`src/rtl/chop_pkg.sv`:
```
package chop_pkg;

  typedef enum logic [1:0] {
    PH_IDLE = 2'd0,
    PH_ON   = 2'd1,
    PH_OFF  = 2'd2
  } phase_e;

  function automatic int max_w(input int a, input int b);
    return (a > b) ? a : b;
  endfunction

endpackage

```
`src/rtl/chop_sync.sv`:
```
module chop_sync #(
  parameter int STAGES = 2
) (
  input  logic clk,
  input  logic rst,
  input  logic d,
  output logic q
);

  logic [STAGES-1:0] pipe;

  generate
    if (STAGES < 2) begin : g_single
      always_ff @(posedge clk) begin
        if (rst) pipe <= '0;
        else     pipe <= d;
      end
    end else begin : g_chain
      always_ff @(posedge clk) begin
        if (rst) pipe <= '0;
        else     pipe <= {pipe[STAGES-2:0], d};
      end
    end
  endgenerate

  assign q = pipe[STAGES-1];

endmodule

```
`src/rtl/chop_on_timer.sv`:
```
module chop_on_timer #(
  parameter int BLANK_W = 10,
  parameter int MINON_W = 10
) (
  input  logic               clk,
  input  logic               rst,
  input  logic               load,
  input  logic               active,
  input  logic               sense,
  input  logic [BLANK_W-1:0] blank_in,
  input  logic [MINON_W-1:0] minon_in,
  output logic               trip_req
);

  // One spare bit so the saturated count exceeds any programmed limit.
  localparam int CW = chop_pkg::max_w(BLANK_W, MINON_W) + 1;

  logic [CW-1:0] cnt;
  logic [CW-1:0] blank_q;
  logic [CW-1:0] minon_q;
  logic          pend;
  logic          masked;
  logic          min_met;
  logic          live;

  assign masked  = (cnt <= blank_q);
  assign min_met = (cnt >= minon_q);
  assign live    = sense & ~masked;

  always_ff @(posedge clk) begin
    if (rst) begin
      cnt     <= '0;
      blank_q <= '0;
      minon_q <= '0;
      pend    <= 1'b0;
    end else if (load) begin
      blank_q <= CW'(blank_in);
      minon_q <= CW'(minon_in);
      cnt     <= CW'(1);
      pend    <= 1'b0;
    end else if (active) begin
      if (cnt != {CW{1'b1}}) cnt <= cnt + CW'(1);
      if (live && !min_met) pend <= 1'b1;
    end else begin
      cnt  <= '0;
      pend <= 1'b0;
    end
  end

  assign trip_req = active & min_met & (pend | live);

endmodule

```
`src/rtl/chop_off_timer.sv`:
```
module chop_off_timer #(
  parameter int OFF_W = 21
) (
  input  logic             clk,
  input  logic             rst,
  input  logic             load,
  input  logic             active,
  input  logic [OFF_W-1:0] off_in,
  output logic             done
);

  localparam int XW = OFF_W + 1;

  logic [OFF_W-1:0] len_q;
  logic [OFF_W-1:0] cnt;

  always_ff @(posedge clk) begin
    if (rst) begin
      len_q <= '0;
      cnt   <= '0;
    end else if (load) begin
      len_q <= off_in;
      cnt   <= '0;
    end else if (active) begin
      cnt <= cnt + OFF_W'(1);
    end else begin
      cnt <= '0;
    end
  end

  // Zero length behaves like a single cycle.
  assign done = active & ((XW'(cnt) + XW'(1)) >= XW'(len_q));

endmodule

```
`src/rtl/chop_fsm.sv`:
```
module chop_fsm
  import chop_pkg::*;
(
  input  logic clk,
  input  logic rst,
  input  logic en,
  input  logic trip_req,
  input  logic off_done,
  output logic load_on,
  output logic load_off,
  output logic on_active,
  output logic off_active,
  output logic bridge_on,
  output logic off_phase
);

  phase_e st_q;
  phase_e st_d;

  always_comb begin
    st_d     = st_q;
    load_on  = 1'b0;
    load_off = 1'b0;
    if (!en) begin
      st_d = PH_IDLE;
    end else begin
      unique case (st_q)
        PH_IDLE: begin
          st_d    = PH_ON;
          load_on = 1'b1;
        end
        PH_ON: begin
          if (trip_req) begin
            st_d     = PH_OFF;
            load_off = 1'b1;
          end
        end
        PH_OFF: begin
          if (off_done) begin
            st_d    = PH_ON;
            load_on = 1'b1;
          end
        end
        default: st_d = PH_IDLE;
      endcase
    end
  end

  always_ff @(posedge clk) begin
    if (rst) begin
      st_q      <= PH_IDLE;
      bridge_on <= 1'b0;
      off_phase <= 1'b0;
    end else begin
      st_q      <= st_d;
      bridge_on <= (st_d == PH_ON);
      off_phase <= (st_d == PH_OFF);
    end
  end

  assign on_active  = (st_q == PH_ON);
  assign off_active = (st_q == PH_OFF);

endmodule

```
`src/rtl/chop_ctrl_top.sv`:
```
module chop_ctrl_top #(
  parameter int OFF_W       = 21,
  parameter int BLANK_W     = 10,
  parameter int MINON_W     = 10,
  parameter int SYNC_STAGES = 2
) (
  input  logic               clk,
  input  logic               rst,
  input  logic               en,
  input  logic               sense_raw,
  input  logic [OFF_W-1:0]   off_cycles,
  input  logic [BLANK_W-1:0] blank_cycles,
  input  logic [MINON_W-1:0] min_on_cycles,
  output logic               bridge_on,
  output logic               off_phase
);

  logic sense_s;
  logic trip_req;
  logic off_done;
  logic load_on;
  logic load_off;
  logic on_active;
  logic off_active;

  chop_sync #(.STAGES(SYNC_STAGES)) u_sync (
    .clk (clk),
    .rst (rst),
    .d   (sense_raw),
    .q   (sense_s)
  );

  chop_on_timer #(.BLANK_W(BLANK_W), .MINON_W(MINON_W)) u_on (
    .clk      (clk),
    .rst      (rst),
    .load     (load_on),
    .active   (on_active),
    .sense    (sense_s),
    .blank_in (blank_cycles),
    .minon_in (min_on_cycles),
    .trip_req (trip_req)
  );

  chop_off_timer #(.OFF_W(OFF_W)) u_off (
    .clk    (clk),
    .rst    (rst),
    .load   (load_off),
    .active (off_active),
    .off_in (off_cycles),
    .done   (off_done)
  );

  chop_fsm u_fsm (
    .clk        (clk),
    .rst        (rst),
    .en         (en),
    .trip_req   (trip_req),
    .off_done   (off_done),
    .load_on    (load_on),
    .load_off   (load_off),
    .on_active  (on_active),
    .off_active (off_active),
    .bridge_on  (bridge_on),
    .off_phase  (off_phase)
  );

endmodule

```
`config.mk`:
```
export PLATFORM = sky130hd
export DESIGN_NAME = chop_ctrl_top
export DESIGN_NICKNAME = d
export VERILOG_FILES = /design/src/rtl/chop_pkg.sv /design/src/rtl/chop_sync.sv /design/src/rtl/chop_on_timer.sv /design/src/rtl/chop_off_timer.sv /design/src/rtl/chop_fsm.sv /design/src/rtl/chop_ctrl_top.sv
export SDC_FILE = /design/constraint.sdc
export NUM_CORES = 1
export LEC_CHECK = 0
export BUFFER_PORTS_ARGS = -buffer_cell sky130_fd_sc_hd__buf_4
export CAP_MARGIN = 10
export CORE_UTILIZATION = 35
export DETAILED_ROUTE_END_ITERATION = 8
export GPL_ROUTABILITY_DRIVEN = 1
export GPL_TIMING_DRIVEN = 1
export PLACE_DENSITY = 0.6
export SLEW_MARGIN = 5
export SYNTH_ARGS = -nofsm -noshare
export SYNTH_HDL_FRONTEND = slang
export SYNTH_SLANG_ARGS = --single-unit
```
`constraint.sdc`:
```
create_clock -name clk -period 2.9 [get_ports clk]
set_input_delay 0.435 -clock clk [delete_from_list [all_inputs] [get_ports clk]]
set_output_delay 0.435 -clock clk [all_outputs]
set_load 0.03 [all_outputs]
```
Word level (Yosys, flattened, before mapping)
Cells that the tools add are included.
{"block": "totals", "in_bits": 45, "output_inout_bits": 2, "regBits": 80, "elab_cells": 49}
{"block": "classes", "reduce_logical": 5, "n_lt_le_gt_ge": 3, "n_mux": 13, "n_bitwise": 8, "add_sub_neg": 3, "n_eq_ne": 6}
{"op": "$add 21x1->22 const B", "count": 1}
{"op": "$ge 22x21->1", "count": 1}
{"op": "$add 21x1->21 const B", "count": 1}
{"op": "$add 11x1->11 const B", "count": 1}
{"op": "$ge 11x10->1", "count": 1}
{"op": "$le 11x10->1", "count": 1}
{"op": "$ne 11x11->1 const B", "count": 1}
{"op": "$mux 1", "count": 8}
{"op": "$mux 2", "count": 3}
{"op": "$pmux 2 s3", "count": 1}
{"op": "$reduce_or 3->1", "count": 2}
{"op": "$and 1x1->1", "count": 4}
{"op": "$eq 2x1->1 const B", "count": 2}
{"op": "$eq 2x2->1 const B", "count": 2}
{"op": "$ne 3x3->1 const B", "count": 1}
{"op": "$not 1->1", "count": 3}
{"op": "$logic_not 2->1", "count": 1}
{"op": "$pmux 1 s2", "count": 1}
{"op": "$logic_and 1x1->1", "count": 1}
{"op": "$logic_not 1->1", "count": 1}
{"op": "$or 1x1->1", "count": 1}

Logic depth before layout (Yosys ltp)
{"block": "depth", "word_depth": 9, "mapped_depth": 14, "ltp_nobuf": 13}

By module
A second synthesis with hierarchy kept.
{"block": "hier_totals", "cells_unflattened": 455, "hier_area_um2": 4166.5}
{"module": "chop_off_timer", "cells_per_inst": 241, "n_inst": 1, "seq_area_each_um2": 840.8, "area_per_inst_um2": 2200.9}
{"module": "chop_on_timer", "cells_per_inst": 194, "n_inst": 1, "seq_area_each_um2": 640.6, "area_per_inst_um2": 1734.2}
{"module": "chop_fsm", "cells_per_inst": 16, "n_inst": 1, "seq_area_each_um2": 80.1, "area_per_inst_um2": 178.9}
{"module": "chop_sync", "cells_per_inst": 4, "n_inst": 1, "seq_area_each_um2": 40.0, "area_per_inst_um2": 52.6}

Worst setup path before layout
OpenSTA, ideal clock, no wires.
{"block": "synth_path", "kind": "reg-to-reg", "start": "register u_off.cnt[10]", "end": "register u_on.blank_q[0]", "t_arrival_ps": 3046, "t_required_ps": 2772, "period_less_slack_ps": 3174, "setup_time_ps": 128, "path_stages_with_launch": 13, "n_path_buf": 1, "path_slack_ps": -274, "path_cell_list": "dfxtp_1 and4_1 nand4_1 or4_4 xnor2_1 ha_1 a21o_1 a221oi_1 nand3_1 o311ai_1 buf_2 mux2i_1 nor2_1"}
{"block": "synth_between", "elab_chain_cells": 6}
{"element": "start, declared", "line": "chop_off_timer.sv:15", "source": "logic [OFF_W-1:0] cnt;"}
{"element": "start signal, assigned", "line": "chop_off_timer.sv:25", "source": "cnt <= cnt + OFF_W'(1);"}
{"element": "$add 21x1->22", "line": "chop_off_timer.sv:32", "source": "assign done = active & ((XW'(cnt) + XW'(1)) >= XW'(len_q));"}
{"element": "$ge 22x21->1", "line": "chop_off_timer.sv:32"}
{"element": "$and 1x1->1", "line": "chop_off_timer.sv:32"}
{"element": "$mux 1", "line": "chop_fsm.sv:39", "source": "if (off_done) begin"}
{"element": "$pmux 1 s2", "line": "chop_fsm.sv:27", "source": "unique case (st_q)"}
{"element": "$mux 1", "line": "chop_fsm.sv:24", "source": "if (!en) begin"}
{"element": "end signal, assigned", "line": "chop_on_timer.sv:37", "source": "blank_q <= CW'(blank_in);"}
{"element": "end, declared", "line": "chop_on_timer.sv:19", "source": "logic [CW-1:0] blank_q;"}
Every way passes these cells.
A chain may end at the register's enable or synchronous reset.

Worst setup path in the final report
{"block": "layout_path", "start": "register u_off.cnt[3]", "end": "register u_on.blank_q[1]"}
The elaborated chain is that of the path after synthesis.

==> metrics.txt <==
Final min period=3.29 ns; cell taking the most area after synthesis=dfxtp_1; clock tree buffer depth=2; clock root cell=clkbuf_16; number of antenna violations at the first check in global routing=0; routing usage on met1=19.8%; Final WS setup=-0.391 ns; number of DRC markers in iteration 0=142; via count=3568; PD cells=433 nW/µm²; DRT Pass-1 Iters=6; Critical Path Max Stage Delay=0.56 ns; number of synthesized flops with an enable pin=0; Worst setup EP type=register; Hold Vio Cnt, Final=0; Avg Inst Size Synth=9.11 µm²; post-synth cell types=42; CP Buf/Inv Count=3; width of the die=112 µm; top post-synthesis cells by count=dfxtp_1 (80), ha_1 (44), inv_1 (44); global-route wire length before repair=16800 µm; Net Count, Synth=551; relative slew slack=53.5%; CP dominant cell by count=buf_6; Power, Total=2420 µW; Vias/cell=5.12; Std-Cell Rows=39; ys flop type=dfxtp_1; Final period util=113%; WS Path Type=register to register; GRT busiest layer=met2; Slew @ Worst Pin=0.696 ns; Finished Layout Cells=697; post-DP HPWL=7190 µm; RSZ-0062 raised after global routing=yes; CTS tree=yes; Worst-path clk slew=0.07 ns; Finish-stage setup viols=25; chip height=112 µm; Final ANT Viol Nets=0; synth top area cells=dfxtp_1 (38%), ha_1 (13%), mux2i_1 (5.0%), nand4b_1 (4.6%), inv_1 (3.9%); TNS Setup=-8.37 ns; crit path cell chain=and4_4 > nand2_4 > buf_6 > or4_4 > xnor2_4 > ha_4 > a21o_1 > a221oi_2 > nand3_2 > o311ai_4 > buf_6 > clkbuf_16 > mux2i_2 > nor2_1; Crit-path slowest cell=or4_4; failing checks=DRC, setup timing; delay-heaviest family, CP=simple AND/OR/NAND/NOR gates; register area share after synthesis=38.1%; pre-CTS setup slack=-0.412 ns; layout cells sized above 1=26.7%; Clock Latency Late Sink=0.34 ns; Seq cells post-synth=80; H-Tree Depth=3; nets=638; Total GRT Usage=17.1%; Crit Path Max Fanout=5; Async SR Flop Fraction=0%; CORE AREA=11600 µm²; Final Max Slew Viols=0; cell count after synthesis=462; synthesis warning total=0; Lkg Pwr=0.00242 µW; io pins=47; post-DR wirelength/cell=15.0 µm; GR Util met3=3.48%; drt total wl=10500 µm; Fmax=304 MHz; largest net degree at the start of global routing=70; Final Skew=0.00979 ns; Tightest Hold Check Type=primary input to register; maximum capacitance violations=0; critical path data required time=3.11 ns; DR DRC count=6; vias in the first global route=3568; Buffers on Ports=46; met2 usage=31.1%; Synth top area share=38.1%; Overflow after GRT=0; Initial Util=36.4%; most numerous cell in the Yosys netlist=dfxtp_1; n_diodes=0; area grow syn2layout=32.6%; Die ar.=12500 µm²; Post-Place Cells=671; Startpoint Class=register; # clock sinks=80; worst ir drop on vdd=0.266 mV; WP data arrival=3.50 ns; GPL Wtd Cong=0.819; outcome=finished with violations; cts bufs inserted=9; mapped cell area=4210 µm²
## kinds of logic after synthesis
kind of cell / synth area share (%)
buffers and inverters: 5.65
XOR/XNOR: 5.62
multiplexers: 5.00
AO/OA/AOI/OAI: 10.6
AND/OR/NAND/NOR: 22.0
adder cells (fa/ha/maj): 13.1
flip-flops: 38.1
## through the flow
stage	hold slack, ns	cell area (µm²)	util, %
after global placement	0.427	5000	43.3
final	0.306	5580	48.2
after global routing	0.303	5580	48.2
after detailed placement	0.437	5000	43.3
after floorplan	0.414	4250	-
after CTS	0.298	5410	46.7
## area by class of cell
| cell class | count | area (µm²) |
|---|---|---|
| multi-input combinational | 320 | 2550 |
| inverter | 44 | 165 |
| timing repair buffer | 94 | 788 |
| clock inverter | 6 | 42.5 |
| sequential | 80 | 1610 |
| clock buffer | 10 | 239 |
| tap | 143 | 179 |
| fill | 1096 | 5990 |
## registers in the layout, indices dropped and copies added, names as in the netlist
| signal | count |
|---|---|
| u_off.cnt | 21 |
| u_sync.pipe | 2 |
| u_on.minon_q | 10 |
| u_fsm.bridge_on | 1 |
| u_on.blank_q | 10 |
| u_on.cnt | 11 |
| u_fsm.off_phase | 1 |
| u_on.pend | 1 |
| u_fsm.st_q | 2 |
| u_off.len_q | 21 |
## power by group
group	internal [µW]	switching, µW
clock network	606	461
registers	1120	14.4
logic	114	99.0
## placed cells by master (no fill, tap or decap), types with 2 or more instances in the layout
| cell | instances |
|---|---|
| a211oi_2 | 2 |
| a21o_1 | 4 |
| a21oi_1 | 17 |
| and2_1 | 2 |
| and3_1 | 7 |
| and4_1 | 2 |
| and4_4 | 3 |
| buf_4 | 86 |
| buf_6 | 4 |
| clkbuf_16 | 11 |
| clkinv_2 | 2 |
| clkinvlp_4 | 2 |
| dfxtp_1 | 73 |
| dfxtp_2 | 7 |
| ha_1 | 43 |
| inv_1 | 44 |
| inv_6 | 2 |
| mux2i_1 | 17 |
| mux2i_2 | 4 |
| nand2_1 | 16 |
| nand2b_1 | 4 |
| nand3_1 | 15 |
| nand3b_1 | 2 |
| nand4_1 | 13 |
| nand4b_1 | 22 |
| nor2_1 | 37 |
| nor2_2 | 2 |
| nor2b_1 | 21 |
| nor3_2 | 2 |
| nor3b_1 | 2 |
| o21ai_0 | 7 |
| o21ai_1 | 2 |
| o31a_1 | 2 |
| o31ai_1 | 21 |
| xnor2_1 | 11 |
| xnor2_2 | 4 |
| xor2_1 | 10 |
## repair_timing
action | in CTS | in global routing
hold buffers | 0 | 0
cloned | 1 | 2
pin swaps | 4 | 3
setup endpoints to repair | 25 | 25
endpoints found under the hold margin | 0 | 0
buffers inserted | 4 | 3
resized for setup | 16 | 19
## path summary, 6_finish.rpt
| check | from | endpoint | cells past startpoint | slack [ns] |
|---|---|---|---|---|
| setup / recovery | u_off.cnt[3]$_SDFF_PP0_ | u_on.blank_q[1]$_SDFFE_PP0P_ | 14 | -0.39 |
| hold / removal | sense_raw | u_sync.pipe[0]$_SDFF_PP0_ | 2 | 0.31 |
| hold reg to reg | u_sync.pipe[0]$_SDFF_PP0_ | u_sync.pipe[1]$_SDFF_PP0_ | 1 | 0.44 |
| setup reg to reg | u_off.cnt[3]$_SDFF_PP0_ | u_on.blank_q[1]$_SDFFE_PP0P_ | 14 | -0.39 |
## per-layer routing
| layer | wire [µm] | vias to the layer above |
|---|---|---|
| met5 | 0 | - |
| li1 | - | 1809 |
| met4 | 187 | 0 |
| met2 | 5440 | 56 |
| met1 | 4530 | 1686 |
| met3 | 308 | 17 |
(Power assumes the default switching activity.)
